<file path="config.mk">
export PLATFORM = sky130hd
export DESIGN_NAME = combo_lock
export DESIGN_NICKNAME = d
export VERILOG_FILES = /design/src/rtl/combo_lock_pkg.sv /design/src/rtl/cl_reset_sync.sv /design/src/rtl/cl_bit_sync.sv /design/src/rtl/cl_sym_filter.sv /design/src/rtl/cl_seq_fsm.sv /design/src/rtl/combo_lock.sv
export SDC_FILE = /design/constraint.sdc
export NUM_CORES = 1
export LEC_CHECK = 0
export BUFFER_PORTS_ARGS = -buffer_cell sky130_fd_sc_hd__buf_2
export CAP_MARGIN = 20
export CORE_MARGIN = 1.5
export CORE_UTILIZATION = 40
export DETAILED_ROUTE_END_ITERATION = 16
export MAX_ROUTING_LAYER = met4
export PLACE_DENSITY = 0.66
export SETUP_SLACK_MARGIN = 0.2
export SLEW_MARGIN = 25
export SYNTH_ARGS = -nofsm -noshare
export SYNTH_HDL_FRONTEND = slang
export SYNTH_SLANG_ARGS = --single-unit
</file>
<file path="constraint.sdc">
create_clock -name clk -period 0.8 [get_ports clk]
set_input_delay 0.16 -clock clk [delete_from_list [all_inputs] [get_ports clk]]
set_output_delay 0.16 -clock clk [all_outputs]
set_load 0.01 [all_outputs]
</file>
<file path="src/rtl/combo_lock_pkg.sv">
package combo_lock_pkg;
   localparam int unsigned SYM_W   = 2;
   localparam int unsigned SEQ_LEN = 4;
   typedef logic [SYM_W-1:0] sym_t;
endpackage

</file>
<file path="src/rtl/cl_reset_sync.sv">
module cl_reset_sync #(
   parameter int unsigned STAGES = 2
) (
   input  logic clk,
   input  logic rst_n_i,
   output logic rst_n_o
);
   logic [STAGES-1:0] chain_q;

   always_ff @(posedge clk or negedge rst_n_i) begin
      if (!rst_n_i) chain_q <= '0;
      else          chain_q <= {chain_q[STAGES-2:0], 1'b1};
   end

   assign rst_n_o = chain_q[STAGES-1];
endmodule

</file>
<file path="src/rtl/cl_bit_sync.sv">
module cl_bit_sync #(
   parameter int unsigned WIDTH  = 2,
   parameter int unsigned STAGES = 2
) (
   input  logic             clk,
   input  logic             rst_n,
   input  logic [WIDTH-1:0] d_i,
   output logic [WIDTH-1:0] q_o
);
   for (genvar b = 0; b < WIDTH; b++) begin : g_bit
      logic [STAGES-1:0] ff_q;
      always_ff @(posedge clk or negedge rst_n) begin
         if (!rst_n) ff_q <= '0;
         else        ff_q <= {ff_q[STAGES-2:0], d_i[b]};
      end
      assign q_o[b] = ff_q[STAGES-1];
   end
endmodule

</file>
<file path="src/rtl/cl_sym_filter.sv">
module cl_sym_filter #(
   parameter int unsigned WIDTH         = 2,
   parameter int unsigned STABLE_CYCLES = 4
) (
   input  logic             clk,
   input  logic             rst_n,
   input  logic [WIDTH-1:0] s_i,
   output logic             new_o,
   output logic [WIDTH-1:0] sym_o
);
   localparam int unsigned CW = $clog2(STABLE_CYCLES + 1);
   localparam logic [CW-1:0] LAST = CW'(STABLE_CYCLES - 1);
   localparam logic [CW-1:0] FULL = CW'(STABLE_CYCLES);

   logic [WIDTH-1:0] cand_q, cur_q;
   logic [CW-1:0]    cnt_q;
   logic             primed_q;
   logic             settle;

   // this sample completes the run of identical samples
   assign settle = (s_i == cand_q) && (cnt_q == LAST);

   always_ff @(posedge clk or negedge rst_n) begin
      if (!rst_n) begin
         cand_q   <= '0;
         cnt_q    <= '0;
         cur_q    <= '0;
         primed_q <= 1'b0;
         new_o    <= 1'b0;
      end else begin
         new_o <= 1'b0;
         if (s_i != cand_q) begin
            cand_q <= s_i;
            cnt_q  <= CW'(1);
         end else if (cnt_q != FULL) begin
            cnt_q <= cnt_q + CW'(1);
         end
         if (settle) begin
            if (!primed_q) begin
               primed_q <= 1'b1;
               cur_q    <= cand_q;
            end else if (cand_q != cur_q) begin
               cur_q <= cand_q;
               new_o <= 1'b1;
            end
         end
      end
   end

   assign sym_o = cur_q;
endmodule

</file>
<file path="src/rtl/cl_seq_fsm.sv">
module cl_seq_fsm
   import combo_lock_pkg::*;
#(
   parameter logic [SEQ_LEN*SYM_W-1:0] COMBO = 8'h36
) (
   input  logic                         clk,
   input  logic                         rst_n,
   input  logic                         new_i,
   input  sym_t                         sym_i,
   output logic                         unlocked_o,
   output logic [$clog2(SEQ_LEN+1)-1:0] progress_o
);
   localparam int unsigned PW = $clog2(SEQ_LEN + 1);
   localparam logic [PW-1:0] DONE = PW'(SEQ_LEN);

   logic [PW-1:0] prog_q, prog_d;
   logic          open_q;
   sym_t          expect_sym;

   always_comb begin
      expect_sym = COMBO[0 +: SYM_W];
      for (int k = 0; k < SEQ_LEN; k++)
         if (prog_q == PW'(k)) expect_sym = COMBO[k*SYM_W +: SYM_W];
   end

   always_comb begin
      prog_d = prog_q;
      if (new_i && !open_q) begin
         if (sym_i == expect_sym)                 prog_d = prog_q + PW'(1);
         else if (sym_i == COMBO[0 +: SYM_W])     prog_d = PW'(1);
         else                                     prog_d = '0;
      end
   end

   always_ff @(posedge clk or negedge rst_n) begin
      if (!rst_n) begin
         prog_q <= '0;
         open_q <= 1'b0;
      end else begin
         prog_q <= prog_d;
         if (prog_d == DONE) open_q <= 1'b1;
      end
   end

   assign progress_o = prog_q;
   assign unlocked_o = open_q;
endmodule

</file>
<file path="src/rtl/combo_lock.sv">
module combo_lock
   import combo_lock_pkg::*;
#(
   parameter logic [SEQ_LEN*SYM_W-1:0] COMBO         = 8'h36,
   parameter int unsigned              SYNC_STAGES   = 2,
   parameter int unsigned              STABLE_CYCLES = 4
) (
   input  logic       clk,
   input  logic       rst_n,
   input  logic [1:0] sym_i,
   output logic       unlocked_o,
   output logic [2:0] progress_o
);
   // parameter checks at elaboration
   if (SYNC_STAGES < 2) begin : g_bad_sync
      $error("combo_lock: SYNC_STAGES must be at least 2");
   end
   if (STABLE_CYCLES < 2) begin : g_bad_stable
      $error("combo_lock: STABLE_CYCLES must be at least 2");
   end
   for (genvar k = 1; k < SEQ_LEN; k++) begin : g_adj
      if (COMBO[k*SYM_W +: SYM_W] == COMBO[(k-1)*SYM_W +: SYM_W]) begin : g_rep
         $error("combo_lock: adjacent combination symbols must differ");
      end
   end

   logic rst_n_sync;
   sym_t sym_sync, acc_sym;
   logic new_sym;

   cl_reset_sync #(.STAGES(SYNC_STAGES)) u_rst (
      .clk(clk), .rst_n_i(rst_n), .rst_n_o(rst_n_sync)
   );

   cl_bit_sync #(.WIDTH(SYM_W), .STAGES(SYNC_STAGES)) u_sync (
      .clk(clk), .rst_n(rst_n_sync), .d_i(sym_i), .q_o(sym_sync)
   );

   cl_sym_filter #(.WIDTH(SYM_W), .STABLE_CYCLES(STABLE_CYCLES)) u_filt (
      .clk(clk), .rst_n(rst_n_sync), .s_i(sym_sync),
      .new_o(new_sym), .sym_o(acc_sym)
   );

   cl_seq_fsm #(.COMBO(COMBO)) u_fsm (
      .clk(clk), .rst_n(rst_n_sync), .new_i(new_sym), .sym_i(acc_sym),
      .unlocked_o(unlocked_o), .progress_o(progress_o)
   );
endmodule

</file>
==> flow_metrics.tcl <==
set metrics [dict create \
    status "complete, but fails checks" \
    violations "negative setup slack" \
    die_area_sq_um 2670 \
    yosysTopAreaCellShare 0.502 \
    start_util 0.424 \
    ant_nets 0 \
    place_ws_ns -0.855 \
    avgSynthCellArea_sq_um 11.4 \
    reg2reg_slack_ns -0.87 \
    regArea_sq_um 480 \
    h-tree-depth 1 \
    io_pins 8 \
    rr_worst_depth 6 \
    multi_input_area_sq_um 576 \
    grt_pass1_vias 761 \
    cpMostUsedCell "ha_4" \
    arrival_ns 1.85 \
    cts_sinks 19 \
    layout_common_cells "15 x dfrtp_1, 14 x buf_4, 11 x buf_6" \
    path_class "reg -> reg" \
    antenna_cells 0 \
    whs_ns 0.108 \
    drcViolationCount 0 \
    clkLatencyLatePin_ns 0.29 \
    fin_crit_sh 2.08 \
    grt_overflow 0 \
    max_freq_mhz 600 \
    rsz0062_at_grt "true" \
    track_usage 0.171 \
    hold_class "reg -> async" \
    netlist_area_sq_um 947 \
    ys.flop_type "dfrtp_1" \
    crit_chain "ha_4, ha_4, and2b_1, o21a_1, nor4_4, o32a_1" \
    reg2reg_from "u_fsm.progress_o[1]" \
    placed_cells 133 \
    cp.required_ns 0.99 \
    vias_per_cell 4.82 \
    die_h_um 51.7 \
    use_met1 0.229 \
    slew_violations 0 \
    finalSetupViolations 15 \
    drive_gt1_frac 0.602 \
    ys_seq_area_frac 0.502 \
    cts_root_buf "clkbuf_4" \
    hpwl_mm 1.39 \
    grt_pass1_wl_mm 3.28 \
    drv_cap 0 \
    yosys.area.top_type "dfrtp_1" \
    slowest_delay_ns 0.47 \
    rows 17 \
    cts_tree "done" \
    reg2reg_to "u_fsm.unlocked_o" \
    grt_start_max_net_pins 12 \
    gp_congestion 0.856 \
    core_sq_um 2230 \
    yosysUniqueCellTypes 32 \
    syn_to_final_growth_pct 53.4 \
    crit_buf_inv 0 \
    cts_buffers 3 \
    vdd_drop_max_mv 1.86 \
    grt_use_met2 0.261 \
    start_kind "flop" \
    setup_slack_ns -0.865 \
    path_delay_family "compound AO/OA/AOI/OAI gates" \
    final_cells 146 \
    grt_antenna_before_repair 0 \
    syn_nets 94 \
    syn_inst 83 \
    leakagePower_nw 0.646 \
    via_count 704 \
    end_kind "flop" \
    final_nets 130 \
    globalRouteMet3Util 0.0287 \
    final_common_cell "dfrtp_1" \
    synthTopCellsByArea "dfrtp_1 50%, ha_1 9.2%, nand2_1 3.6%, inv_1 3.2%, xnor2_1 2.8%" \
    routed_wl_mm 1.99 \
    drtPass1Iterations 4 \
    clockBufferDepth 2 \
    die_w_um 51.7 \
    grt-busiest-layer "met2" \
    synthArstFlopShare 1.00 \
    synth_seq_cells 19 \
    clk_pin_slew_ns 0.11 \
    powerDensity_nw_per_um2 2250 \
    ys_warn_count 0 \
    fillers 163 \
    port_buffers 7 \
    fin_skew_ns 0.00583 \
    final.min_clock_period_ns 1.67 \
    initialDrtViolationCount 10 \
    crit_slowest_cell "dfrtp_2" \
    cp_max_fo 5 \
    wl_per_cell_um 13.6 \
    synth_edf_count 0 \
    final-hold-violation-count 0 \
]
[where the power goes]
part	switching, mW	internal (mW)	leakage, nW	total [mW]
combinational	0.588	0.851	0.401	1.44
sequential	0.234	1.12	0.228	1.36
clock	0.288	0.186	0.0177	0.474
[per-stage QoR]
step | area [sq um] | setup TNS (ns) | power [mW] | util
global route | 1450 | -7.91 | 3.48 | 0.650
floorplan | 1040 | -4.41 | 2.03 | -
detailed placement | 1240 | -5.39 | 2.50 | 0.555
global placement | 1240 | -5.27 | 2.46 | 0.555
CTS | 1370 | -6.94 | 3.10 | 0.611
finish | 1450 | -7.11 | 3.27 | 0.650
[final cells by class]
| class | count | area share |
|---|---|---|
| Sequential cell | 19 | 0.331 |
| Tap cell | 28 | 0.0241 |
| Clock inverter | 1 | 0.00345 |
| Inverter | 8 | 0.0241 |
| Timing Repair Buffer | 33 | 0.206 |
| Multi-Input combinational cell | 54 | 0.396 |
| Clock buffer | 3 | 0.0155 |
[worst reg2reg max path, stage by stage (launching register included)]
cell and delay (ns):
dfrtp_2 0.47, ha_4 0.18, ha_4 0.15, and2b_1 0.21, o21a_1 0.19, nor4_4 0.05
o32a_1 0.30
[worst max path at each step]
stage	from	cells after the start	slack (ns)	end
after detailed placement	u_fsm.progress_o[0]	6	-0.86	u_fsm.unlocked_o
after CTS	u_fsm.progress_o[1]	5	-0.86	u_fsm.unlocked_o
final	u_fsm.progress_o[1]	6	-0.87	u_fsm.unlocked_o
after global routing	u_fsm.progress_o[1]	6	-0.96	u_fsm.unlocked_o
after floorplan	u_fsm.progress_o[0]	6	-0.78	u_fsm.unlocked_o
after global placement	u_fsm.progress_o[1]	6	-0.81	u_fsm.unlocked_o
[kinds of logic after synthesis]
| group | count (synthesis) | synth area share |
|---|---|---|
| and+or+nand+nor | 24 | 0.172 |
| DFF | 19 | 0.502 |
| AOI/OAI and AO/OA | 15 | 0.120 |
| buffers and inverters | 10 | 0.0396 |
| adders and majority gates | 7 | 0.0925 |
| xor gates and xnor gates | 5 | 0.0462 |
| muxes | 2 | 0.0238 |
| other | 1 | 0.00396 |
[cells in the mapped netlist (all sizes together) (2+ instances only)]
cell type,n
dfrtp,19
ha,7
a21oi,2
nand3,2
o21ai,4
clkbuf,2
o21a,2
xor2,2
nor3b,2
nand2,9
o31ai,3
mux2,2
xnor2,3
nor2,2
inv,8
a311oi,2
[metal layers]
metal / up-vias / wire, um
met3: 2 / 17
met4: 0 / 12
met2: 4 / 1010
met5: - / 0
met1: 339 / 947
li1: 359 / -
[flip-flops by register name, indices dropped and copies added (netlist names)]
signal,flops
u_filt.cnt_q,3
u_filt.sym_o,2
u_filt.new_o,1
u_filt.cand_q,2
u_fsm.progress_o,3
u_fsm.unlocked_o,1
u_filt.primed_q,1
u_rst.chain_q,2
u_sync.g_bit.ff_q,4
[repair_timing]
item | 4_1_cts | 5_1_grt
hold endpoints to repair | 4 | 1
buffers inserted | 4 | 2
hold buffers | 2 | 1
pin swaps | 10 | 11
endpoints found under the setup margin | 15 | 15
resized for setup | 12 | 15
Power figures use the tool's default switching activity.
